`config.mk`:
```
export PLATFORM = sky130hd
export DESIGN_NAME = nand_cmd_frontend
export DESIGN_NICKNAME = d
export VERILOG_FILES = /design/src/rtl/nand_fe_pkg.sv /design/src/rtl/nand_bus_capture.sv /design/src/rtl/nand_busy_timer.sv /design/src/rtl/nand_op_slot.sv /design/src/rtl/nand_cmd_seq.sv /design/src/rtl/nand_cmd_frontend.sv
export SDC_FILE = /design/constraint.sdc
export NUM_CORES = 1
export LEC_CHECK = 0
export ABC_AREA = 1
export BUFFER_PORTS_ARGS = -buffer_cell sky130_fd_sc_hd__buf_2
export CORE_MARGIN = 5
export CORE_UTILIZATION = 50
export CTS_BUF_LIST = sky130_fd_sc_hd__clkbuf_16
export DETAILED_ROUTE_END_ITERATION = 8
export PLACE_DENSITY = 0.73
export SETUP_SLACK_MARGIN = 0.3
export SYNTH_ARGS = -nofsm -noshare
export SYNTH_HDL_FRONTEND = slang
export SYNTH_SLANG_ARGS = --single-unit
```
`constraint.sdc`:
```
create_clock -name clk -period 3.2 [get_ports clk]
set_input_delay 0.48 -clock clk [delete_from_list [all_inputs] [get_ports clk]]
set_output_delay 0.48 -clock clk [all_outputs]
set_load 0.01 [all_outputs]
```
`src/rtl/nand_fe_pkg.sv`:
```
package nand_fe_pkg;

  typedef enum logic [2:0] {
    OP_READ     = 3'd0,
    OP_PROGRAM  = 3'd1,
    OP_COPYBACK = 3'd2,
    OP_ERASE    = 3'd3,
    OP_READID   = 3'd4,
    OP_STATUS   = 3'd5,
    OP_RESET    = 3'd6
  } op_e;

  typedef enum logic [1:0] {
    BT_DATA = 2'd0,
    BT_CMD  = 2'd1,
    BT_ADDR = 2'd2,
    BT_BAD  = 2'd3
  } beat_e;

  typedef enum logic [3:0] {
    CC_READ, CC_PROG, CC_ERASE, CC_ID, CC_STATUS, CC_RESET,
    CC_CONF_PROG, CC_CONF_CB, CC_CONF_ERASE, CC_ILLEGAL
  } cmd_class_e;

  typedef enum logic [1:0] {
    PK_READ  = 2'd0,
    PK_PROG  = 2'd1,
    PK_ERASE = 2'd2
  } pend_e;

  function automatic cmd_class_e classify(input logic [7:0] c);
    case (c)
      8'h00, 8'h01, 8'h50: return CC_READ;
      8'h80:               return CC_PROG;
      8'h60:               return CC_ERASE;
      8'h90:               return CC_ID;
      8'h70:               return CC_STATUS;
      8'hFF:               return CC_RESET;
      8'h10:               return CC_CONF_PROG;
      8'h8A:               return CC_CONF_CB;
      8'hD0:               return CC_CONF_ERASE;
      default:             return CC_ILLEGAL;
    endcase
  endfunction

  function automatic logic [1:0] area_of(input logic [7:0] c);
    case (c)
      8'h01:   return 2'd1;
      8'h50:   return 2'd2;
      default: return 2'd0;
    endcase
  endfunction

endpackage

```
`src/rtl/nand_bus_capture.sv`:
```
module nand_bus_capture
  import nand_fe_pkg::*;
#(
  parameter int IO_W = 8
) (
  input  logic            clk,
  input  logic            rst_n,
  input  logic            ce_n,
  input  logic            we_n,
  input  logic            cle,
  input  logic            ale,
  input  logic [IO_W-1:0] io,
  output logic            beat_v,
  output beat_e           beat_kind,
  output logic [IO_W-1:0] beat_byte
);

  logic            s_we, prev_we, s_ce, s_cle, s_ale;
  logic [IO_W-1:0] s_io;

  always_ff @(posedge clk) begin
    if (!rst_n) begin
      s_we    <= 1'b1;
      prev_we <= 1'b1;
      s_ce    <= 1'b1;
      s_cle   <= 1'b0;
      s_ale   <= 1'b0;
      s_io    <= '0;
    end else begin
      s_we    <= we_n;
      prev_we <= s_we;
      s_ce    <= ce_n;
      s_cle   <= cle;
      s_ale   <= ale;
      s_io    <= io;
    end
  end

  // rising write strobe seen while the chip is selected
  assign beat_v    = s_we && !prev_we && !s_ce;
  assign beat_byte = s_io;

  always_comb begin
    if (s_cle && s_ale)  beat_kind = BT_BAD;
    else if (s_cle)      beat_kind = BT_CMD;
    else if (s_ale)      beat_kind = BT_ADDR;
    else                 beat_kind = BT_DATA;
  end

endmodule

```
`src/rtl/nand_busy_timer.sv`:
```
module nand_busy_timer #(
  parameter int BUSY_CYCLES = 40
) (
  input  logic clk,
  input  logic rst_n,
  input  logic start_i,
  input  logic clear_i,
  output logic busy_o
);

  localparam int CW = $clog2(BUSY_CYCLES + 1);
  localparam logic [CW-1:0] LOAD = CW'(BUSY_CYCLES);

  logic [CW-1:0] remain;

  always_ff @(posedge clk) begin
    if (!rst_n)                remain <= '0;
    else if (clear_i)          remain <= '0;
    else if (start_i)          remain <= LOAD;
    else if (remain != '0)     remain <= remain - 1'b1;
  end

  assign busy_o = (remain != '0);


  busy_start_chk: assert property (@(posedge clk) disable iff (!rst_n)
    $rose(busy_o) |-> $past(start_i));


  clear_busy_chk: assert property (@(posedge clk) disable iff (!rst_n)
    clear_i |=> !busy_o);

endmodule

```
`src/rtl/nand_op_slot.sv`:
```
module nand_op_slot #(
  parameter int PW = 29
) (
  input  logic          clk,
  input  logic          rst_n,
  input  logic          load_i,
  input  logic [PW-1:0] data_i,
  input  logic          ready_i,
  output logic          valid_o,
  output logic [PW-1:0] data_o,
  output logic          overrun_o
);

  logic take;

  assign take      = !valid_o || ready_i;
  assign overrun_o = load_i && !take;

  always_ff @(posedge clk) begin
    if (!rst_n) begin
      valid_o <= 1'b0;
      data_o  <= '0;
    end else if (take) begin
      valid_o <= load_i;
      if (load_i) data_o <= data_i;
    end
  end


  hold_stable_chk: assert property (@(posedge clk) disable iff (!rst_n)
    (valid_o && !ready_i) |=> (valid_o && $stable(data_o)));

endmodule

```
`src/rtl/nand_cmd_seq.sv`:
```
module nand_cmd_seq
  import nand_fe_pkg::*;
#(
  parameter int IO_W      = 8,
  parameter int ROW_BYTES = 2
) (
  input  logic                      clk,
  input  logic                      rst_n,
  input  logic                      beat_v,
  input  beat_e                     beat_kind,
  input  logic [IO_W-1:0]           beat_byte,
  input  logic                      busy_i,
  output logic                      emit_o,
  output op_e                       emit_code,
  output logic [1:0]                emit_area,
  output logic [IO_W-1:0]           emit_col,
  output logic [ROW_BYTES*IO_W-1:0] emit_row,
  output logic                      err_o,
  output logic                      start_busy_o,
  output logic                      clear_busy_o
);

  localparam int ROW_W   = ROW_BYTES * IO_W;
  localparam int RD_ADDR = ROW_BYTES + 1;
  localparam int ER_ADDR = ROW_BYTES;
  localparam int CNT_W   = $clog2(RD_ADDR + 1);

  typedef enum logic [1:0] {S_IDLE, S_ADDR, S_CONF, S_CBWAIT} state_e;

  state_e           state, nx_state;
  pend_e            pend, nx_pend;
  logic [1:0]       area, nx_area;
  logic [CNT_W-1:0] cnt, nx_cnt;
  logic [IO_W-1:0]  col_q, col_nx;
  logic [ROW_W-1:0] row_q, row_nx;
  cmd_class_e       cls;
  logic             fresh;
  int               need, ridx;

  always_ff @(posedge clk) begin
    if (!rst_n) begin
      state <= S_IDLE;
      pend  <= PK_READ;
      area  <= 2'd0;
      cnt   <= '0;
      col_q <= '0;
      row_q <= '0;
    end else begin
      state <= nx_state;
      pend  <= nx_pend;
      area  <= nx_area;
      cnt   <= nx_cnt;
      col_q <= col_nx;
      row_q <= row_nx;
    end
  end

  assign cls   = classify(beat_byte[7:0]);
  assign need  = (pend == PK_ERASE) ? ER_ADDR : RD_ADDR;
  assign ridx  = (pend == PK_ERASE) ? int'(cnt) : int'(cnt) - 1;
  // a command seen while waiting for an optional copy-back confirm starts anew
  assign fresh = (state == S_IDLE) ||
                 (state == S_CBWAIT && beat_kind == BT_CMD && cls != CC_CONF_CB);

  always_comb begin
    nx_state     = state;
    nx_pend      = pend;
    nx_area      = area;
    nx_cnt       = cnt;
    col_nx       = col_q;
    row_nx       = row_q;
    emit_o       = 1'b0;
    emit_code    = OP_READ;
    err_o        = 1'b0;
    start_busy_o = 1'b0;
    clear_busy_o = 1'b0;
    if (beat_v) begin
      if (beat_kind == BT_CMD && cls == CC_RESET) begin
        emit_o       = 1'b1;
        emit_code    = OP_RESET;
        clear_busy_o = 1'b1;
        nx_state     = S_IDLE;
      end else if (busy_i) begin
        if (beat_kind == BT_CMD && cls == CC_STATUS) begin
          emit_o    = 1'b1;
          emit_code = OP_STATUS;
        end else if (beat_kind != BT_DATA) begin
          err_o = 1'b1;
        end
      end else if (beat_kind == BT_BAD) begin
        err_o    = 1'b1;
        nx_state = S_IDLE;
      end else if (fresh) begin
        if (beat_kind == BT_CMD) begin
          nx_cnt = '0;
          case (cls)
            CC_READ: begin
              nx_state = S_ADDR;
              nx_pend  = PK_READ;
              nx_area  = area_of(beat_byte[7:0]);
            end
            CC_PROG: begin
              nx_state = S_ADDR;
              nx_pend  = PK_PROG;
            end
            CC_ERASE: begin
              nx_state = S_ADDR;
              nx_pend  = PK_ERASE;
              col_nx   = '0;
            end
            CC_ID: begin
              emit_o    = 1'b1;
              emit_code = OP_READID;
              nx_state  = S_IDLE;
            end
            CC_STATUS: begin
              emit_o    = 1'b1;
              emit_code = OP_STATUS;
              nx_state  = S_IDLE;
            end
            default: begin
              err_o    = 1'b1;
              nx_state = S_IDLE;
            end
          endcase
        end else if (beat_kind == BT_ADDR) begin
          err_o    = 1'b1;
          nx_state = S_IDLE;
        end
      end else begin
        case (state)
          S_ADDR: begin
            if (beat_kind == BT_ADDR) begin
              if (pend != PK_ERASE && cnt == '0) col_nx = beat_byte;
              for (int g = 0; g < ROW_BYTES; g++) begin
                if (ridx == g) row_nx[g*IO_W +: IO_W] = beat_byte;
              end
              if (int'(cnt) == need - 1) begin
                if (pend == PK_READ) begin
                  emit_o    = 1'b1;
                  emit_code = OP_READ;
                  nx_state  = (area == 2'd0) ? S_CBWAIT : S_IDLE;
                end else begin
                  nx_state = S_CONF;
                end
              end else begin
                nx_cnt = cnt + 1'b1;
              end
            end else begin
              err_o    = 1'b1;
              nx_state = S_IDLE;
            end
          end
          S_CONF: begin
            if (beat_kind == BT_CMD) begin
              nx_state = S_IDLE;
              if (pend == PK_PROG && cls == CC_CONF_PROG) begin
                emit_o       = 1'b1;
                emit_code    = OP_PROGRAM;
                start_busy_o = 1'b1;
              end else if (pend == PK_ERASE && cls == CC_CONF_ERASE) begin
                emit_o       = 1'b1;
                emit_code    = OP_ERASE;
                start_busy_o = 1'b1;
              end else begin
                err_o = 1'b1;
              end
            end else if (beat_kind == BT_ADDR || pend == PK_ERASE) begin
              err_o    = 1'b1;
              nx_state = S_IDLE;
            end
          end
          S_CBWAIT: begin
            if (beat_kind == BT_CMD) begin
              emit_o       = 1'b1;
              emit_code    = OP_COPYBACK;
              start_busy_o = 1'b1;
              nx_state     = S_IDLE;
            end else if (beat_kind == BT_ADDR) begin
              err_o    = 1'b1;
              nx_state = S_IDLE;
            end
          end
          default: nx_state = S_IDLE;
        endcase
      end
    end
  end

  assign emit_area = (emit_code == OP_READ) ? nx_area : 2'd0;
  assign emit_col  = col_nx;
  assign emit_row  = row_nx;


  busy_hold_idle_chk: assert property (@(posedge clk) disable iff (!rst_n)
    busy_i |-> (state == S_IDLE));


  no_err_with_emit_chk: assert property (@(posedge clk) disable iff (!rst_n)
    !(err_o && emit_o));

endmodule

```
`src/rtl/nand_cmd_frontend.sv`:
```
module nand_cmd_frontend
  import nand_fe_pkg::*;
#(
  parameter int IO_W        = 8,
  parameter int ROW_BYTES   = 2,
  parameter int BUSY_CYCLES = 40
) (
  input  logic                      clk,
  input  logic                      rst_n,
  input  logic                      ce_n,
  input  logic                      we_n,
  input  logic                      cle,
  input  logic                      ale,
  input  logic [IO_W-1:0]           io,
  output logic                      op_valid,
  input  logic                      op_ready,
  output logic [2:0]                op_code,
  output logic [1:0]                op_area,
  output logic [IO_W-1:0]           op_col,
  output logic [ROW_BYTES*IO_W-1:0] op_row,
  output logic                      busy,
  output logic                      err
);

  localparam int ROW_W = ROW_BYTES * IO_W;
  localparam int PW    = 3 + 2 + IO_W + ROW_W;

  logic             beat_v;
  beat_e            beat_kind;
  logic [IO_W-1:0]  beat_byte;
  logic             emit, fsm_err, start_busy, clear_busy, overrun;
  op_e              emit_code;
  logic [1:0]       emit_area;
  logic [IO_W-1:0]  emit_col;
  logic [ROW_W-1:0] emit_row;
  logic [PW-1:0]    slot_in, slot_out;

  nand_bus_capture #(.IO_W(IO_W)) cap_i (
    .clk(clk), .rst_n(rst_n), .ce_n(ce_n), .we_n(we_n), .cle(cle), .ale(ale),
    .io(io), .beat_v(beat_v), .beat_kind(beat_kind), .beat_byte(beat_byte)
  );

  nand_cmd_seq #(.IO_W(IO_W), .ROW_BYTES(ROW_BYTES)) seq_i (
    .clk(clk), .rst_n(rst_n), .beat_v(beat_v), .beat_kind(beat_kind),
    .beat_byte(beat_byte), .busy_i(busy), .emit_o(emit), .emit_code(emit_code),
    .emit_area(emit_area), .emit_col(emit_col), .emit_row(emit_row),
    .err_o(fsm_err), .start_busy_o(start_busy), .clear_busy_o(clear_busy)
  );

  nand_busy_timer #(.BUSY_CYCLES(BUSY_CYCLES)) tmr_i (
    .clk(clk), .rst_n(rst_n), .start_i(start_busy), .clear_i(clear_busy),
    .busy_o(busy)
  );

  assign slot_in = {emit_code, emit_area, emit_col, emit_row};

  nand_op_slot #(.PW(PW)) slot_i (
    .clk(clk), .rst_n(rst_n), .load_i(emit), .data_i(slot_in),
    .ready_i(op_ready), .valid_o(op_valid), .data_o(slot_out),
    .overrun_o(overrun)
  );

  assign {op_code, op_area, op_col, op_row} = slot_out;

  always_ff @(posedge clk) begin
    if (!rst_n) err <= 1'b0;
    else        err <= fsm_err || overrun;
  end

endmodule

```
After elaboration in Yosys (flattened, before gate mapping) --
Cells that the tools add are included. Widths: inputs -> output; s select.
Word-level totals: register bits after elaboration 82, latch bits 0, RAM bits 0, ROM bits 0, input bits 15, output and inout port bits 32, logic and storage cells 213, memories 0
Cells by class: add/sub/neg operators 4, multipliers 0, div/mod/pow operators 0, $lt $le $gt $ge 0, equality and inequality tests 34, shift-type cells 0, muxes and demuxes 111, bitwise logic cells 4, reduce and logical (&&, ||, !) cells 43
Operators by type and width (number):
- $mux 16 | 7
- $mux 8 | 12
- $mux 2 | 31
- $eq 8x8->1 const B | 5
- $mux 1 | 40
- $pmux 4 s9 | 1
- $eq 3x32->1 | 1
- $eq 32x2->1 const B | 1
- $logic_not 32->1 | 1
- $mux 32 | 1
- $sub 32x2->32 const B | 1
- $mux 3 | 9
- $eq 8x7->1 const B | 3
- $eq 4x3->1 const B | 3
- $mux 6 | 2
- $pmux 2 s3 | 2
- $pmux 3 s2 | 2
- $logic_and 1x1->1 | 11
- $eq 2x2->1 const B | 5
- $reduce_or 3->1 | 3
- $eq 4x2->1 const B | 2
- $eq 8x1->1 const B | 1
- $eq 8x5->1 const B | 1
- $logic_not 2->1 | 4
- 29 further kinds | 47

Longest topological paths before layout --
depth after elaboration 16, mapped depth 17

Cells and area by module --
From an unflattened synthesis, not the netlist that was laid out.
Second synthesis, totals: cells, all modules 730, area, all modules 4589.4 µm²
By module, submodules not included:
- nand_cmd_seq | times used 1, cells an instance 442, area each 2462.4 µm²
- nand_op_slot | times used 1, cells an instance 196, area each 1387.6 µm²
- nand_bus_capture | times used 1, cells an instance 45, area each 387.9 µm²
- nand_busy_timer | times used 1, cells an instance 43, area each 320.3 µm²
- nand_cmd_frontend | times used 1, cells an instance 4, area each 31.3 µm²

Worst setup path before layout --
No wires, ideal clock.
kind flip-flop to flip-flop, start point register tmr_i.remain[0], end point register slot_i.data_o[15], setup time 0.070 ns, arrival 1.798 ns, required time 3.130 ns, path slack 1.332 ns, cell stages (with the launch flop) 15, period minus slack after synthesis 1.868 ns, cell sequence dfxtp_1 > inv_1 > ha_1 > nand2_1 > clkinv_1 > nand3_2 > nor2_2 > inv_2 > nor2_4 > nand4_4 > buf_6 > nand2_1 > o21ai_1 > or2_0 > a21oi_1
On the way: cells in the longest elaborated chain, start to end 5, elaborated cells between the ends (all ways) 8, classes of those cells mux (6); reduce/logical (2)
Ends and longest elaborated chain:
- start: declaration | RTL line nand_busy_timer.sv:14 | logic [CW-1:0] remain;
- start signal: assignment | RTL line nand_busy_timer.sv:20 | else if (remain != '0) remain <= remain - 1'b1;
- $reduce_bool 6->1 * | RTL line nand_busy_timer.sv:23 | assign busy_o = (remain != '0);
- $mux 1 | RTL line nand_cmd_seq.sv:83 | end else if (busy_i) begin
- $mux 1 | RTL line nand_cmd_seq.sv:78 | if (beat_kind == BT_CMD && cls == CC_RESET) begin
- $mux 1 | RTL line nand_cmd_seq.sv:77 | if (beat_v) begin
- $reduce_and 2->1 (no line)
- end signal: assignment | RTL line nand_op_slot.sv:25 | if (load_i) data_o <= data_i;
- end: declaration | RTL line nand_op_slot.sv:10 | output logic [PW-1:0] data_o,
Every way passes the cells marked *; elsewhere a longest branch is shown, timed or not. A chain may end at the register's enable or synchronous reset.

Worst setup path after layout --
start point register tmr_i.remain[0], end point register slot_i.data_o[20]
Same word-level chain as after synthesis.

==> impl.org <==
** Clocking
- Counting the buffers created by CTS gives 9.
- Post-CTS repair changed the size of 0 cells.
- Clock-pin slew of the registers on the worst-case setup and hold paths :: approximately 0.06 ns
- Clock root buffer :: sky130_fd_sc_hd__clkbuf_16
- The tree built by TritonCTS fans out to 82 sinks.
- CTS tree :: built
- Hold-fix buffers at CTS :: 0
- After clock tree synthesis, the setup repair step added 0 buffers.
- Worst-skew pair later-pin latency :: about 0.34 ns
- Number of buffers between clock root and the deepest sink :: 2
- CTS H-tree lvls :: 3

** Drt
- After the first detailed-routing iteration, the DRC count stood at a little under 200.
- For this block, the via count after detailed routing is 3622.
- Vias per std cell :: roughly 5.2
- Detailed-route DRC error count :: 0
- Post-detailed-routing wire length :: ~9400 um
- Drt wl/cell :: roughly 14 um
- Post-detailed-route count of antenna-violating nets :: 0
- Detailed-routing iteration count for the pre-antenna-repair pass :: 4

** Die
- Pin placement for this block handled 47 I/O pins.
- After floorplanning, the core was divided into 32 placement rows.
- The core region is about 7800 um2.
- Chip Height :: a little under 100 um
- Total die area :: 9877 um2
- Floorplan die width :: about 99 um
- Initial core utilization :: 0.5143

** STA
- The routed design could run at a clock period as short as 2.599 ns.
- Highest achievable clock rate :: slightly below 400 MHz
- Crit share post-route :: 0.8122
- The worst pin sits at a relative slew slack of 0.5804.
- RSZ-0062 raised after global routing :: no
- After routing, the total negative slack on setup checks comes to 0 ns.
- Clock tree skew after final layout :: ~0.007 ns
- The max-slew violation count is 0.
- Setup violations remaining at the end of the flow were counted as 0.
- The hold violation total from the final report came to 0.
- Worst-margin pin slew :: 0.6295 ns
- Worst-case setup margin in the final layout :: approximately 0.6 ns

** Setup path
- Type of destination of the critical path :: register
- For the worst setup path, the data required time is 3.46 ns.
- Worst-path fanout max :: 40
- Startpoint-to-endpoint class of the critical path :: reg -> reg
- Among all stages on the critical path, the largest delay is contributed by sky130_fd_sc_hd__buf_4.
- Cell family with the largest share of critical-path delay :: simple AND/OR/NAND/NOR gates
- STA classifies the critical path startpoint as a register.
- Buffers plus inverters on the worst setup path :: 5
- Walking the worst path, the cells encountered are inv_1 -> ha_1 -> nand2_1 -> clkinv_1 -> nand3_2 -> nor2_2 -> inv_2 -> nor2_1 -> nand3_1 -> nand2_2 -> nand2_2 -> inv_2 -> buf_4 -> nor2_1 -> a211oi_2.
- Delay of the slowest cell on the worst path :: between 0.3 and 0.4 ns
- Worst EP arrival :: roughly 2.9 ns

** Pwr
- Of the total power, registers draw 0.433.
- Leakage Power :: ~2.2 nW
- Summed over all nets, the switching power comes to approximately 0.00075 W.
- Power density relative to cell area :: 559.6 nW/um2
- VDD IR max :: around 370 uV
- Of the total power, combinational logic draws 0.161.
- Of the total power, the share spent switching nets is 0.2946.
- The share of total power dissipated in the clock network is 0.406.
- The internal power of the cells totals 0.001806 W.

** Job
- Max-cap violations in this run came to 0.

** Synthesis
- The share of the Yosys chip area taken by registers is 0.4109.
- Synthesized-area fraction occupied by xor and xnor cells :: 0.004385
- After synthesis, the largest family of logic cells by area is simple AND/OR/NAND/NOR gates.
- Synth Area in Adders :: 0.009396
- Cell type contributing the most total cell area after synthesis :: sky130_fd_sc_hd__dfxtp_1
- Mux share of post-synthesis cell area :: 0.02004
- After synthesis, the share of flip-flops with an asynchronous set or reset is 0.
- For this run, the leading register cell type out of synthesis is sky130_fd_sc_hd__dfxtp_1.
- Yosys synthesis warning count :: 0
- Of the total synthesized cell area, the portion taken by AND, OR, NAND and NOR gates is 0.3072.
- Yosys attributes the largest share of cell area to sky130_fd_sc_hd__dfxtp_1 (41%), sky130_fd_sc_hd__nand2_1 (11%), sky130_fd_sc_hd__nor2_1 (6.9%), sky130_fd_sc_hd__inv_1 (5.8%), sky130_fd_sc_hd__a211oi_2 (5.0%).
- Synthesized area per cell :: 7.371 um2
- In this run, synthesis inferred 0 flip-flops with an integrated enable.
- Post-synthesis sequential element count :: ~80
- Synthesized net count :: between 500 and 600
- Synthesis handed over a netlist of 542 instances.
- The synthesized netlist occupies a cell area of 3995 um2.
- Share of the synthesized area in the top cell type :: 0.4109
- Distinct cell type count after synthesis :: 39
- Area fraction in compound gates after synthesis :: 0.1528

** Layout
- For this run, the share of the core covered by cells in the final layout is 0.5889.
- After the last flow step, the layout net total stands at between 600 and 700.
- Finished Layout Cells :: 692
- Relative area change from synthesis to final layout :: 14.50%
- The repair_antennas step left the layout with diodes totalling 0.
- Fraction of final layout cells with drive strength greater than 1 :: 0.1983
- Fin area :: about 4600 um2

** Place
- Post-detail-place hpwl :: 6597 um
- After detailed placement, the total cell area comes to about 4300 um2.
- Count of port buffers added during placement :: 46
- Routability congestion estimate :: 0.9115
- Prior to clock tree synthesis, the placed netlist has a worst setup slack of 0.6378 ns.
- Counting tap cells, the placed design contains a total of 676 instances.

** GRT
- Entering global routing, the biggest net connects 54 pins.
- Vias in the first global route :: roughly 3.6k
- Overflow after GRT :: 0
- Global-route wire length before repair :: roughly 16000 um
- Total track usage :: 0.1977
- Initial antenna violation count :: 0

** Worst hold path
- The tightest min-delay check is of the in -> reg type.

** Outcome
- Run status :: finished clean
==> cells by family after synthesis <==
| kind of cell | after synthesis |
|---|---|
| adders and majority gates | 3 |
| muxes | 8 |
| xor gates and xnor gates | 2 |
| and+or+nand+nor | 268 |
| buffers and inverters | 91 |
| AOI/OAI and AO/OA | 88 |
| DFF | 82 |
==> routing by layer <==
| metal | share of wire | track usage |
|---|---|---|
| met1 | 0.43 | 0.2278 |
| met2 | 0.49 | 0.3502 |
| met3 | 0.047 | 0.03576 |
| met4 | 0.029 | 0.09769 |
| met5 | 0 | 0 |
==> through the flow <==
step / power (W) / hold WS (ns)
after detailed placement: 0.001538 / 0.4205
after CTS: 0.002571 / 0.3243
after global routing: 0.002677 / 0.3321
after global placement: 0.001522 / 0.4104
after floorplan: 0.001437 / 0.4009
final: 0.002560 / 0.3278
==> area by class of cell <==
class                   count  area [um2]
flip-flops and latches     82        1642
well taps                 102       127.6
multi-input cells         369        1973
repair buffers             49       252.7
fillers                   704        3193
clock inverters             7       76.32
clock buffers               9       225.2
inverters                  74       277.8
==> cells in the mapped netlist, types with 8 or more instances <==
library cell	instances
sky130_fd_sc_hd__a211oi_2	16
sky130_fd_sc_hd__o21ai_0	25
sky130_fd_sc_hd__nand3_1	26
sky130_fd_sc_hd__clkbuf_1	9
sky130_fd_sc_hd__nor3_1	11
sky130_fd_sc_hd__a22oi_1	8
sky130_fd_sc_hd__a21oi_1	29
sky130_fd_sc_hd__mux2i_1	8
sky130_fd_sc_hd__dfxtp_1	82
sky130_fd_sc_hd__nor2_1	73
sky130_fd_sc_hd__inv_2	10
sky130_fd_sc_hd__nand2_1	115
sky130_fd_sc_hd__inv_1	62
==> power by group through the flow <==
stage	combinational (W)	sequential [W]	clock, W
floorplan	0.000317	0.00112	0
global placement	0.000393	0.00113	0
detailed placement	0.000407	0.00113	0
CTS	0.000411	0.00111	0.00105
global route	0.000467	0.00111	0.00110
finish	0.000413	0.00111	0.00104
==> layout by cell type (no fill, tap or decap), drive strengths merged, types with 3 or more instances in the layout <==
master  Yosys  final
inv        72     75
nor2       81     81
or2        13     13
nand4       8      8
clkbuf      9      9
o21ai      27     27
a22oi       8      8
ha          3      3
mux2i       8      8
a21oi      30     30
a211oi     20     20
nand2     120    120
dfxtp      82     82
buf         8     49
clkinv      2      4
nor3       13     13
nand3      31     31
==> state kept, by name, indices dropped and copies added (netlist names) <==
signal,flops
cap_i.beat_byte,8
cap_i.prev_we,1
cap_i.s_ale,1
cap_i.s_ce,1
cap_i.s_cle,1
cap_i.s_we,1
err,1
seq_i.area,2
seq_i.cnt,2
seq_i.col_q,8
seq_i.pend,2
seq_i.row_q,16
seq_i.state,2
slot_i.data_o,29
slot_i.valid_o,1
tmr_i.remain,6
==> final timing paths <==
path                           startpoint  cells after the start  slack [ns]                             end
max reg2reg  tmr_i.remain[0]$_SDFFE_PP0P_                     15        0.60  slot_i.data_o[20]$_SDFFE_PN0P_
min                                 io[2]                      3        0.33   cap_i.beat_byte[2]$_SDFF_PN0_
max          tmr_i.remain[0]$_SDFFE_PP0P_                     15        0.60  slot_i.data_o[20]$_SDFFE_PN0P_
min reg2reg         cap_i.s_we$_SDFF_PN1_                      2        0.43        cap_i.prev_we$_SDFF_PN1_
==> worst register-to-register path, delay by kind of cell, from the launching register on <==
family / cells / cell delay [ns]
compound gates: 1 / 0.15
simple gates: 8 / 1.21
buf+inv: 5 / 0.67
flops: 1 / 0.32
fa+ha+maj: 1 / 0.15
(Power assumes the default switching activity.)
